### config.mk
export PLATFORM = sky130hd
export DESIGN_NAME = tap_ctrl
export DESIGN_NICKNAME = d
export VERILOG_FILES = /design/src/rtl/tap_pkg.sv /design/src/rtl/tap_fsm.sv /design/src/rtl/tap_ir.sv /design/src/rtl/tap_dr.sv /design/src/rtl/tap_ctrl.sv
export SDC_FILE = /design/constraint.sdc
export NUM_CORES = 1
export LEC_CHECK = 0
export ABC_AREA = 1
export ABC_CLOCK_PERIOD_IN_PS = 2100
export BUFFER_PORTS_ARGS = -buffer_cell sky130_fd_sc_hd__buf_4
export CORE_AREA = 2 2 65 43
export DETAILED_ROUTE_END_ITERATION = 6
export DIE_AREA = 0 0 67 45
export PLACE_DENSITY_LB_ADDON = 0.2
export SLEW_MARGIN = 25
export SYNTH_ARGS = -nofsm -noshare
export SYNTH_HDL_FRONTEND = slang
export SYNTH_HIERARCHICAL = 1
export SYNTH_SLANG_ARGS = --single-unit
### constraint.sdc
create_clock -name tck -period 2.1 [get_ports tck]
set_clock_uncertainty 0.15 [all_clocks]
set_input_delay 0 -clock tck [delete_from_list [all_inputs] [get_ports tck]]
set_output_delay 0 -clock tck [all_outputs]
set_load 0.005 [all_outputs]
### src/rtl/tap_pkg.sv
package tap_pkg;

   localparam int IR_W = 2;

   localparam logic [IR_W-1:0] OP_EXTEST = 2'b00;
   localparam logic [IR_W-1:0] OP_SAMPLE = 2'b01;
   localparam logic [IR_W-1:0] OP_BYPASS = 2'b11;

   typedef enum logic [3:0] {
      TS_RESET,  TS_IDLE,
      TS_SEL_DR, TS_CAP_DR, TS_SH_DR, TS_EX1_DR, TS_PAU_DR, TS_EX2_DR, TS_UPD_DR,
      TS_SEL_IR, TS_CAP_IR, TS_SH_IR, TS_EX1_IR, TS_PAU_IR, TS_EX2_IR, TS_UPD_IR
   } tap_state_e;

endpackage

### src/rtl/tap_fsm.sv
module tap_fsm
   import tap_pkg::*;
(
   input  logic       tck,
   input  logic       trst_n,
   input  logic       tms,
   output tap_state_e st
);

   tap_state_e st_nx;

   always_comb begin
      st_nx = st;
      unique case (st)
         TS_RESET:  st_nx = tms ? TS_RESET  : TS_IDLE;
         TS_IDLE:   st_nx = tms ? TS_SEL_DR : TS_IDLE;
         TS_SEL_DR: st_nx = tms ? TS_SEL_IR : TS_CAP_DR;
         TS_CAP_DR: st_nx = tms ? TS_EX1_DR : TS_SH_DR;
         TS_SH_DR:  st_nx = tms ? TS_EX1_DR : TS_SH_DR;
         TS_EX1_DR: st_nx = tms ? TS_UPD_DR : TS_PAU_DR;
         TS_PAU_DR: st_nx = tms ? TS_EX2_DR : TS_PAU_DR;
         TS_EX2_DR: st_nx = tms ? TS_UPD_DR : TS_SH_DR;
         TS_UPD_DR: st_nx = tms ? TS_SEL_DR : TS_IDLE;
         TS_SEL_IR: st_nx = tms ? TS_RESET  : TS_CAP_IR;
         TS_CAP_IR: st_nx = tms ? TS_EX1_IR : TS_SH_IR;
         TS_SH_IR:  st_nx = tms ? TS_EX1_IR : TS_SH_IR;
         TS_EX1_IR: st_nx = tms ? TS_UPD_IR : TS_PAU_IR;
         TS_PAU_IR: st_nx = tms ? TS_EX2_IR : TS_PAU_IR;
         TS_EX2_IR: st_nx = tms ? TS_UPD_IR : TS_SH_IR;
         TS_UPD_IR: st_nx = tms ? TS_SEL_DR : TS_IDLE;
         default:   st_nx = TS_RESET;
      endcase
   end

   always_ff @(posedge tck or negedge trst_n) begin
      if (!trst_n) st <= TS_RESET;
      else         st <= st_nx;
   end

endmodule

### src/rtl/tap_ir.sv
module tap_ir
   import tap_pkg::*;
#(
   parameter logic [IR_W-1:0] CAP_PAT  = 2'b01,
   parameter logic [IR_W-1:0] RESET_OP = OP_BYPASS
) (
   input  logic            tck,
   input  logic            trst_n,
   input  tap_state_e      st,
   input  logic            tdi,
   output logic            ir_so,
   output logic [IR_W-1:0] ir_q,
   output logic            bsr_sel,
   output logic            extest
);

   logic [IR_W-1:0] ir_sr;

   always_ff @(posedge tck or negedge trst_n) begin
      if (!trst_n) begin
         ir_sr <= CAP_PAT;
      end else if (st == TS_CAP_IR) begin
         ir_sr <= CAP_PAT;
      end else if (st == TS_SH_IR) begin
         ir_sr <= {tdi, ir_sr[IR_W-1:1]};
      end
   end

   always_ff @(posedge tck or negedge trst_n) begin
      if (!trst_n)                ir_q <= RESET_OP;
      else if (st == TS_RESET)    ir_q <= RESET_OP;
      else if (st == TS_UPD_IR)   ir_q <= ir_sr;
   end

   assign ir_so   = ir_sr[0];
   assign extest  = (ir_q == OP_EXTEST);
   assign bsr_sel = (ir_q == OP_EXTEST) || (ir_q == OP_SAMPLE);

endmodule

### src/rtl/tap_dr.sv
module tap_dr
   import tap_pkg::*;
#(
   parameter bit TDO_ON_FALL = 1'b1
) (
   input  logic       tck,
   input  logic       trst_n,
   input  tap_state_e st,
   input  logic       tdi,
   input  logic       bsr_sel,
   input  logic       ir_so,
   input  logic       bsr_so,
   output logic       byp_q,
   output logic       tdo,
   output logic       tdo_en
);

   logic in_shift;
   logic tdo_nx;

   always_ff @(posedge tck or negedge trst_n) begin
      if (!trst_n)                          byp_q <= 1'b0;
      else if (!bsr_sel && st == TS_CAP_DR) byp_q <= 1'b0;
      else if (!bsr_sel && st == TS_SH_DR)  byp_q <= tdi;
   end

   assign in_shift = (st == TS_SH_DR) || (st == TS_SH_IR);

   always_comb begin
      if (st == TS_SH_IR)  tdo_nx = ir_so;
      else if (bsr_sel)    tdo_nx = bsr_so;
      else                 tdo_nx = byp_q;
   end

   generate
      if (TDO_ON_FALL) begin : g_fall
         logic tdo_r, en_r;
         always_ff @(negedge tck or negedge trst_n) begin
            if (!trst_n) begin
               tdo_r <= 1'b0;
               en_r  <= 1'b0;
            end else begin
               en_r <= in_shift;
               if (in_shift) tdo_r <= tdo_nx;
            end
         end
         assign tdo    = tdo_r;
         assign tdo_en = en_r;
      end else begin : g_comb
         assign tdo    = tdo_nx;
         assign tdo_en = in_shift;
      end
   endgenerate

endmodule

### src/rtl/tap_ctrl.sv
module tap_ctrl
   import tap_pkg::*;
#(
   parameter logic [IR_W-1:0] CAP_PAT     = 2'b01,
   parameter bit              TDO_ON_FALL = 1'b1
) (
   input  logic tck,
   input  logic trst_n,
   input  logic tms,
   input  logic tdi,
   input  logic bsr_so,
   output logic tdo,
   output logic tdo_en,
   output logic bsr_capture,
   output logic bsr_shift,
   output logic bsr_update,
   output logic bsr_mode
);

   generate
      if (CAP_PAT[1:0] != 2'b01) begin : g_bad_cap
         $error("tap_ctrl: capture pattern must end in binary 01");
      end
   endgenerate

   tap_state_e      st;
   logic [IR_W-1:0] ir_q;
   logic            ir_so;
   logic            bsr_sel;
   logic            extest;
   logic            byp_q;

   tap_fsm u_fsm (
      .tck    (tck),
      .trst_n (trst_n),
      .tms    (tms),
      .st     (st)
   );

   tap_ir #(.CAP_PAT(CAP_PAT), .RESET_OP(OP_BYPASS)) u_ir (
      .tck     (tck),
      .trst_n  (trst_n),
      .st      (st),
      .tdi     (tdi),
      .ir_so   (ir_so),
      .ir_q    (ir_q),
      .bsr_sel (bsr_sel),
      .extest  (extest)
   );

   tap_dr #(.TDO_ON_FALL(TDO_ON_FALL)) u_dr (
      .tck     (tck),
      .trst_n  (trst_n),
      .st      (st),
      .tdi     (tdi),
      .bsr_sel (bsr_sel),
      .ir_so   (ir_so),
      .bsr_so  (bsr_so),
      .byp_q   (byp_q),
      .tdo     (tdo),
      .tdo_en  (tdo_en)
   );

   assign bsr_capture = bsr_sel && (st == TS_CAP_DR);
   assign bsr_shift   = bsr_sel && (st == TS_SH_DR);
   assign bsr_update  = bsr_sel && (st == TS_UPD_DR);
   assign bsr_mode    = extest;

endmodule

**Word-level counts from Yosys, hierarchy flattened**

Cells that the tools add are included.

- Output and inout port bits: 6
- Register bits: 11

- Reduce and logical (&&, ||, !) cells: 16
- Muxes and demuxes: 21
- Equality and inequality tests: 16

Operators with widths:

| kind | count |
|---|---|
| one-hot mux 4 bit (12 select lines) | 1 |
| equality test 4 bit (second input constant) | 8 |
| equality test 4 x 3 -> 1 bit (second input constant) | 4 |
| two-way mux 4 bit | 4 |
| two-way mux 2 bit | 7 |
| equality test 4 x 2 -> 1 bit (second input constant) | 2 |
| two-way mux 1 bit | 7 |
| two-way mux 3 bit | 2 |
| nonzero test 2 bit | 3 |
| logical AND 1 bit | 5 |
| equality test 4 x 1 -> 1 bit (second input constant) | 1 |
| zero test 4 bit | 1 |
| OR reduction 2 bit | 2 |
| OR reduction 3 bit | 1 |
| equality test 2 x 1 -> 1 bit (second input constant) | 1 |
| zero test 2 bit | 1 |
| logical OR 1 bit | 2 |
| zero test 1 bit | 1 |

**Longest topological paths before layout**

Gate-level depths: netlist of run 1.

- Depth in word-level cells: 6
- Gate-level depth with buffers: 8
- Depth with buffers taken out: 8

**By module**

The synthesis of run 1 kept the hierarchy.

Modules (own cells, without submodules):

| module | area an instance (um2) | instances | cells an instance |
|---|---|---|---|
| tap_fsm | 335.3 | 1 | 55 |
| tap_ir | 219.0 | 1 | 30 |
| tap_dr | 196.4 | 1 | 32 |
| tap_ctrl | 48.8 | 1 | 12 |

==> flow_summary.json, run 1 <==
{
  "clk_pin_slew_worst_paths_ns": 0.05,
  "cts_tree": "done",
  "antenna_found_initial": 0,
  "synth_seq_area_share_pct": 34.9,
  "synth-simple-area-share_pct": 46.5,
  "grt_pass1_vias": 835,
  "syn_area_um2": 800,
  "slowest_delay_ns": 0.53,
  "rows": 14,
  "die_h_um": 45,
  "drc": 0,
  "core_area_um2": 2380,
  "cellPowerDensity_nw_per_um2": 1170,
  "slowest_stage": "dfstp_2",
  "die_area_um2": 3020,
  "ys_warn_count": 6,
  "fin_cells": 191,
  "violations": "setup timing",
  "port-buffer-count": 10,
  "tightest_slew_ns": 0.319,
  "pin_count": 11,
  "area_growth_pct": 38.3,
  "fin_util_pct": 46.4,
  "grt_pass1_wl_um": 3680,
  "hp-class": "input pin to asynchronous set/reset pin",
  "outcome": "complete, but fails checks",
  "path_max_fanout": 3,
  "die_w_um": 67,
  "synthMuxAreaShare_pct": 0,
  "maxCapViolCount": 0,
  "ir_worst_vdd_mv": 0.574,
  "cp.required_ns": 1.01,
  "nFillCells": 252,
  "grtUsageTotal_pct": 16.3,
  "grt_start_max_net_pins": 15,
  "crit_type": "flip-flop to flip-flop",
  "vias": 903,
  "finalWorstSetupSlack_ns": -0.0923,
  "synth_cell_types": 20,
  "gr-usage-met1_pct": 23.1,
  "rsz0062_at_grt": "true",
  "synth_top_family_by_area": "simple AND/OR/NAND/NOR gates",
  "hold_viol": 0,
  "p_leak_uw": 0.000578,
  "clk-insertion-delay-late_ns": 0.24,
  "multi_input_area_um2": 435,
  "root_buffer": "clkbuf_8",
  "setup_viol": 1,
  "syn_avg_cell_area_um2": 6.20,
  "cp_cell_sequence": "inv_2, nand2_1, nand2_1, nand2_1, nand2_1, nand2_1, nand2_1",
  "synth_fa_ha_area_share_pct": 0,
  "grt_overflow_total": 0,
  "htreeDepth": 1,
  "end_kind": "flip-flop",
  "cpMostUsedCell": "nand2_1",
  "vias_per_cell": 4.73,
  "drive_above_1_share_pct": 30.8,
  "synth_compound_area_share_pct": 6.73,
  "wire_per_inst_um": 10.8,
  "totalPowerFinal_uw": 1290,
  "syn_inst": 129,
  "place_hpwl_um": 1510,
  "dpl_cell_area_um2": 993,
  "use_met2_pct": 25.5,
  "syn_nets": 134,
  "cts.path.max_buffers": 2,
  "yosys_register_bits": 11,
  "cts_made_buffers": 3,
  "regArea_um2": 283,
  "use_met3_pct": 4.49,
  "gp_congestion": 0.824,
  "synthXorXnorAreaFrac_pct": 0,
  "busiest_layer": "met2",
  "slew_headroom_pct": 78.7,
  "dp_cells": 180,
  "finalMaxSlewViolations": 0,
  "start_util_pct": 33.6,
  "clock_sinks": 11,
  "totalWireLength_um": 2060,
  "drt-initial-drc-count": 30,
  "crit_arrival_ns": 1.10,
  "insertedDiodeCount": 0,
  "start_kind": "flip-flop",
  "layout.nets": 165,
  "ant_nets": 0,
  "fin_area_um2": 1110,
  "dr.pass1.iters": 4
}
[power by group]
| part | switching [uW] | internal, uW |
|---|---|---|
| sequential | 61.1 | 306 |
| clock | 78.5 | 133 |
| combinational | 431 | 283 |
[repair_timing]
action | 4_1_cts | 5_1_grt
hold buffers | 4 | 0
endpoints found under the setup margin | 1 | 1
buffers inserted | 2 | 1
pin swaps | 3 | 2
gates resized for setup | 2 | 0
endpoints found under the hold margin | 15 | 0
[cells by family (layout without fill, tap and decap cells)]
| kind of cell | Yosys count | count (layout) |
|---|---|---|
| flops | 11 | 11 |
| buf+inv | 24 | 54 |
| compound gates | 10 | 10 |
| simple gates | 84 | 84 |
[worst paths after layout]
check                                         start                  endpoint  slack [ns]  cells past startpoint
setup reg to reg           u_ir/ir_q[1]$_DFFE_PN1P_      u_dr/tdo$_DFFE_NN0P_       -0.09                      7
min in group tck               u_dr/tdo$_DFFE_NN0P_      u_dr/tdo$_DFFE_NN0P_        0.34                      2
max in group asynchronous                    trst_n      u_dr/tdo$_DFFE_NN0P_        0.77                      2
setup / recovery           u_ir/ir_q[1]$_DFFE_PN1P_      u_dr/tdo$_DFFE_NN0P_       -0.09                      7
hold reg to reg                u_dr/tdo$_DFFE_NN0P_      u_dr/tdo$_DFFE_NN0P_        0.34                      2
hold / removal                               trst_n  u_ir/ir_q[0]$_DFFE_PN1P_        0.15                      2
[critical path: cells and delay by family, from the launching register on]
family	cells	cell delay, ns
simple gates	6	0.29
flops	1	0.53
buf+inv	1	0.04
[cell usage after synthesis]
| cell | instances | area [um2] |
|---|---|---|
| nand2_1 | 39 | 146 |
| inv_1 | 19 | 71.3 |
| nand3_1 | 18 | 90.1 |
| nor2_1 | 13 | 48.8 |
| dfrtp_1 | 6 | 150 |
| nor2_2 | 5 | 31.3 |
| o21ai_1 | 5 | 25.0 |
| dfstp_2 | 3 | 78.8 |
| inv_2 | 3 | 11.3 |
| nand2_2 | 3 | 18.8 |
| nand4_1 | 3 | 18.8 |
| dfrtn_1 | 2 | 50.1 |
| nor3_1 | 2 | 10.0 |
| o21ai_0 | 2 | 10.0 |
| a21oi_1 | 1 | 5.00 |
| buf_2 | 1 | 5.00 |
| buf_4 | 1 | 7.51 |
| nand3b_1 | 1 | 7.51 |
| o21bai_1 | 1 | 7.51 |
| o22ai_1 | 1 | 6.26 |
[area by class of cell]
type,count,share of cell area [%]
inverter,22,7.47
multi-input combinational,94,39.4
timing repair buffer,28,19.9
clock buffer,4,4.07
tap,32,3.62
sequential,11,25.6
[layer usage]
metal | wire (um) | part of all wire (%)
met2 | 882 | 43
met3 | 138 | 6.7
met5 | 0 | 0
met1 | 1030 | 50
met4 | 0 | 0
[flip-flops by register name, indices dropped and copies added, names as in the netlist]
signal	flops
u_dr/tdo	1
u_dr/tdo_en	1
u_fsm/st	4
u_dr/byp_q	1
u_ir/ir_q	2
u_ir/ir_sr	2
[placed cells by master (no fill, tap or decap), types with 2 or more instances in the layout]
master | synthesis | layout
dfrtn_1 | 2 | 2
inv_2 | 3 | 6
buf_4 | 1 | 24
nand2_2 | 3 | 4
o21ai_1 | 5 | 5
nor2_2 | 5 | 5
nand4_1 | 3 | 3
dfrtp_1 | 6 | 3
inv_1 | 19 | 16
nor2_1 | 13 | 12
dfrtp_2 | 0 | 3
clkbuf_8 | 0 | 3
nand3_1 | 18 | 18
dlygate4sd3_1 | 0 | 4
o21ai_0 | 2 | 2
nor3_1 | 2 | 2
nand2_1 | 39 | 38
dfstp_2 | 3 | 3
[through the flow]
| stage | setup slack [ns] | setup TNS [ns] | hold WS (ns) |
|---|---|---|---|
| 6_report | -0.0923 | -0.0923 | 0.146 |
| 2_1_floorplan | -0.135 | -0.135 | -0.446 |
| 3_5_place_dp | -0.149 | -0.149 | -0.305 |
| 5_1_grt | -0.139 | -0.139 | 0.181 |
| 3_3_place_gp | -0.102 | -0.102 | -0.305 |
| 4_1_cts | -0.0994 | -0.0994 | 0.149 |
Note: power is estimated with default switching activity, not from simulation.
==> run 2: changes to the inputs <==
MAX_ROUTING_LAYER = met4   (was unset)
==> run 2 against run 1 <==
  * The flow still finishes with violations (setup timing)
  * Routed wire length rose by 1.2%
  * Setup slack improved by 0.0044 ns
  * Die area did not move
  * Critical path depth did not move
  * Largest power group unchanged
==> flow_summary.json, run 2 (synthesis results as in run 1) <==
{
  "die_h_um": 45,
  "totalWireLength_um": 2080,
  "grt_pass1_wl_um": 3640,
  "rsz0062_at_grt": "true",
  "grt_overflow_total": 0,
  "dpl_cell_area_um2": 993,
  "dr.pass1.iters": 4,
  "maxCapViolCount": 0,
  "holdWs_ns": 0.148,
  "hp-class": "input pin to asynchronous set/reset pin",
  "vias": 912,
  "path_max_fanout": 3,
  "clock_sinks": 11,
  "fin_setup_tns_ns": -0.0880,
  "start_kind": "flip-flop",
  "r2r_start": "u_ir/ir_q[1]$_DFFE_PN1P_",
  "grt_pass1_vias": 838,
  "clk-insertion-delay-late_ns": 0.23,
  "slew_headroom_pct": 78.6,
  "gp_congestion": 0.836,
  "cp.required_ns": 1.00,
  "ir_worst_vdd_mv": 0.575,
  "grt_start_max_net_pins": 15,
  "cts_tree": "done",
  "cp_cell_sequence": "inv_2, nand2_1, nand2_1, nand2_1, nand2_1, nand2_1, nand2_1",
  "place_hpwl_um": 1510,
  "drc": 0,
  "regMostFlops": "u_fsm/st",
  "antenna_found_initial": 0,
  "pin_count": 11,
  "port-buffer-count": 10,
  "slowest_stage": "dfstp_2",
  "crit_type": "flip-flop to flip-flop",
  "die_w_um": 67,
  "tightest_slew_ns": 0.320,
  "wire_per_inst_um": 10.9,
  "area_growth_pct": 38.3,
  "drive_above_1_share_pct": 30.8,
  "hold_viol": 0,
  "largest_reg_flops": 4,
  "root_buffer": "clkbuf_8",
  "ant_nets": 0,
  "setup_viol": 1,
  "p_leak_uw": 0.000578,
  "insertedDiodeCount": 0,
  "clk_pin_slew_worst_paths_ns": 0.05,
  "layout_common_cells": "nand2_1, buf_4, nand3_1",
  "htreeDepth": 1,
  "core_area_um2": 2380,
  "slowest_delay_ns": 0.53,
  "final_common_cell": "nand2_1",
  "die_area_um2": 3020,
  "crit_arrival_ns": 1.09,
  "cellPowerDensity_nw_per_um2": 1170,
  "grtUsageTotal_pct": 16.8,
  "drt-initial-drc-count": 23,
  "finalMaxSlewViolations": 0,
  "outcome": "complete, but fails checks",
  "start_util_pct": 33.6,
  "violations": "setup timing",
  "cts.path.max_buffers": 2,
  "vias_per_cell": 4.77,
  "top_regs": "u_fsm/st x4, u_ir/ir_q x2, u_ir/ir_sr x2",
  "preCtsSetupSlack_ns": -0.149,
  "rows": 14,
  "cts_made_buffers": 3,
  "cpMostUsedCell": "nand2_1",
  "layout.nets": 165,
  "finalWorstSetupSlack_ns": -0.0880,
  "fin_area_um2": 1110,
  "end_kind": "flip-flop",
  "critPathLaunch": "u_ir/ir_q[1]$_DFFE_PN1P_"
}
run 2: cell counts in the layout (fill, tap and decap cells not counted):
No cell type changed its count.
run 2: worst paths after layout:
path	end	slack [ns]	depth (start not counted)
worst max register to register	u_dr/tdo$_DFFE_NN0P_	-0.09	7
worst min register to register	u_dr/tdo$_DFFE_NN0P_	0.34	2
min in group tck	u_dr/tdo$_DFFE_NN0P_	0.34	2
max in group asynchronous	u_dr/tdo$_DFFE_NN0P_	0.77	2
worst max-delay path	u_dr/tdo$_DFFE_NN0P_	-0.09	7
worst min-delay path	u_ir/ir_q[1]$_DFFE_PN1P_	0.15	2
run 2: area by class of cell:
| type | count | area, um2 |
|---|---|---|
| Timing Repair Buffer | 28 | 220 |
| Sequential cell | 11 | 283 |
| Fill cell | 252 | 1280 |
| Inverter | 22 | 82.6 |
| Multi-Input combinational cell | 94 | 435 |
| Tap cell | 32 | 40.0 |
| Clock buffer | 4 | 45.0 |
run 2: metrics by stage:
step	utilization (%)	std cells	power, uW
floorplan	-	129	815
global placement	41.7	180	1040
detailed placement	41.7	180	1050
CTS	46.1	190	1290
global route	46.4	191	1420
finish	46.4	191	1290
run 2: per-layer routing:
layer  track usage (%)  wire length [um]  vias up
met1              23.0              1030      416
met4              2.45                 0        0
met5                 -                 0        -
li1                  -                 -      465
met2              25.5               912       31
met3              4.49               132        0
run 2: power by group:
group,switching [uW],internal [uW]
logic,433,283
registers,60.8,306
clock network,77.0,133
total,571,723
run 2: timing repair:
action,4_1_cts,5_1_grt
buffers inserted,2,1
gates resized for setup,2,0
hold endpoints to repair,15,0
gates cloned,0,0
endpoints found under the setup margin,1,1
hold buffers,4,0
pin swaps,3,2
run 2: worst max-delay path, delay by kind of cell (launching register included):
kind / cells / cell delay, ns
buffers and inverters: 1 / 0.04
AND/OR/NAND/NOR: 6 / 0.28
flip-flops: 1 / 0.53
==> run 3: changes to the inputs <==
BUFFER_PORTS_ARGS = unset   (was -buffer_cell sky130_fd_sc_hd__buf_4)
DONT_BUFFER_PORTS = 1   (was unset)
==> run 3 against run 2 <==
  * The flow still finishes with violations (setup timing)
  * Clock-buffer cell count unchanged
  * Power down 3.3%
  * Sequential share of layout area up 2.5 points
  * Sequential power about the same
  * Setup slack worse by 0.035 ns
  * Via count down 4.2%
  * Utilization down 4.2 points
  * Worst hold slack better by 0.076 ns
  * Non-clock buffer count down 13
  * Cell area down 9.1%
  * Critical path type unchanged
  * Largest cell class unchanged
==> flow_summary.json, run 3 (synthesis results as in run 1) <==
{
  "grt_overflow_total": 0,
  "path_max_fanout": 3,
  "hold_viol": 0,
  "r2r_slack_ns": -0.12,
  "port-buffer-count": 0,
  "slew_headroom_pct": 69.9,
  "core_area_um2": 2380,
  "cts_tree": "done",
  "grtUsageTotal_pct": 16.7,
  "p_clk_share_pct": 17.0,
  "power_frac_seq_pct": 29.3,
  "r2r_start": "u_ir/ir_q[1]$_DFFE_PN1P_",
  "cp_num_buf_inv": 1,
  "grt_pass1_vias": 734,
  "fin_util_pct": 42.2,
  "p_leak_uw": 0.000511,
  "internal_power_uw": 685,
  "wire_per_inst_um": 12.2,
  "tightest_slew_ns": 0.450,
  "cpMostUsedCell": "nand2_1",
  "regMostFlops": "u_fsm/st",
  "end_kind": "flip-flop",
  "layout_common_cells": "nand2_1, nand3_1, inv_1",
  "slowest_stage": "dfstp_2",
  "p_comb_share_pct": 53.7,
  "p_switching_uw": 566,
  "grt_pass1_wl_um": 3460,
  "clk_pin_slew_worst_paths_ns": 0.05,
  "nFillCells": 259,
  "place_hpwl_um": 1560,
  "cp_cell_sequence": "inv_2, nand2_2, nand2_1, nand2_1, nand2_1, nand2_1, nand2_1",
  "drt-initial-drc-count": 44,
  "die_w_um": 67,
  "maxCapViolCount": 0,
  "cellPowerDensity_nw_per_um2": 1240,
  "crit_arrival_ns": 1.12,
  "pin_count": 11,
  "insertedDiodeCount": 0,
  "finalMaxSlewViolations": 0,
  "setup_viol": 1,
  "r2r_end": "u_dr/tdo$_DFFE_NN0P_",
  "switching_share_pct": 45.3,
  "clk-insertion-delay-late_ns": 0.24,
  "largest_reg_flops": 4,
  "htreeDepth": 1,
  "r2r_cells": 7,
  "grt_start_max_net_pins": 15,
  "top_regs": "u_fsm/st x4, u_ir/ir_q x2, u_ir/ir_sr x2",
  "rsz0062_at_grt": "true",
  "die_area_um2": 3020,
  "hp-class": "input pin to asynchronous set/reset pin",
  "area_growth_pct": 25.8,
  "antenna_found_initial": 0,
  "rows": 14,
  "crit_type": "flip-flop to flip-flop",
  "start_kind": "flip-flop",
  "gp_congestion": 0.819,
  "outcome": "complete, but fails checks",
  "violations": "setup timing",
  "drc": 0,
  "totalWireLength_um": 2180,
  "root_buffer": "clkbuf_8",
  "start_util_pct": 33.6,
  "cp.required_ns": 1.00,
  "cts_made_buffers": 3,
  "ant_nets": 0,
  "finalWorstSetupSlack_ns": -0.123,
  "vias": 874,
  "slowest_delay_ns": 0.53,
  "die_h_um": 45,
  "layout.nets": 152,
  "drive_above_1_share_pct": 25.3,
  "ir_worst_vdd_mv": 0.461,
  "vias_per_cell": 4.91,
  "clock_sinks": 11,
  "cpLargestDelayFamily": "flip-flops",
  "dr.pass1.iters": 4,
  "final_common_cell": "nand2_1",
  "cts.path.max_buffers": 2,
  "holdWs_ns": 0.224
}
[run 3: cell count changes in the layout (fill, tap and decap cells not counted), sizes merged]
cell	change
buf	-13
[run 3: timing repair]
item                                   CTS  global route
setup endpoints to repair                1             1
pin swaps                                3             3
resized for setup                        1             1
hold buffers                             4             0
setup buffers                            1             0
endpoints found under the hold margin   15             0
[run 3: cell type report]
type / instances / area [um2] / area share [%]
inverters: 22 / 82.6 / 8.21
clock buffers: 4 / 45.0 / 4.48
repair buffers: 15 / 123 / 12.2
well taps: 32 / 40.0 / 3.98
multi-input cells: 94 / 433 / 43.0
flip-flops and latches: 11 / 283 / 28.1
[run 3: worst reg2reg max path, stage by stage, from the launching register on]
cell	delay (ns)
dfstp_2	0.53
inv_2	0.04
nand2_2	0.04
nand2_1	0.05
nand2_1	0.05
nand2_1	0.05
nand2_1	0.06
nand2_1	0.07
[run 3: per-stage QoR]
stage | cells | setup TNS (ns) | setup slack, ns | total power, uW | cell area (um2)
after global placement | 169 | -0.0915 | -0.0915 | 1000 | 911
final | 178 | -0.123 | -0.123 | 1250 | 1010
after detailed placement | 169 | -0.121 | -0.121 | 1010 | 911
after floorplan | 129 | -0.135 | -0.135 | 815 | 808
after CTS | 178 | -0.0878 | -0.0878 | 1250 | 1000
after global routing | 178 | -0.215 | -0.215 | 1380 | 1010
[run 3: routing by layer]
metal  track usage [%]  wire length (um)  vias up
met5                 -                 0        -
met4              5.71                21        0
met3              5.24                86        2
met2              22.0               903       22
met1              24.0              1170      414
li1                  -                 -      436
[run 3: worst max path at each step]
stage,start,to,slack (ns),cells after the start
after floorplan,u_fsm/st[3]$_DFF_PN0_,u_dr/tdo$_DFFE_NN0P_,-0.14,7
after global placement,u_ir/ir_q[1]$_DFFE_PN1P_,u_dr/tdo$_DFFE_NN0P_,-0.09,7
after detailed placement,u_ir/ir_q[1]$_DFFE_PN1P_,u_dr/tdo$_DFFE_NN0P_,-0.12,7
after CTS,u_ir/ir_q[1]$_DFFE_PN1P_,u_dr/tdo$_DFFE_NN0P_,-0.09,7
after global routing,u_ir/ir_q[1]$_DFFE_PN1P_,u_dr/tdo$_DFFE_NN0P_,-0.21,7
final,u_ir/ir_q[1]$_DFFE_PN1P_,u_dr/tdo$_DFFE_NN0P_,-0.12,7
[run 3: power by group through the flow]
stage	registers [uW]	clock network (uW)	logic, uW
floorplan	416	0	399
global placement	367	0	637
detailed placement	368	0	644
CTS	365	220	662
global route	378	236	763
finish	366	212	672
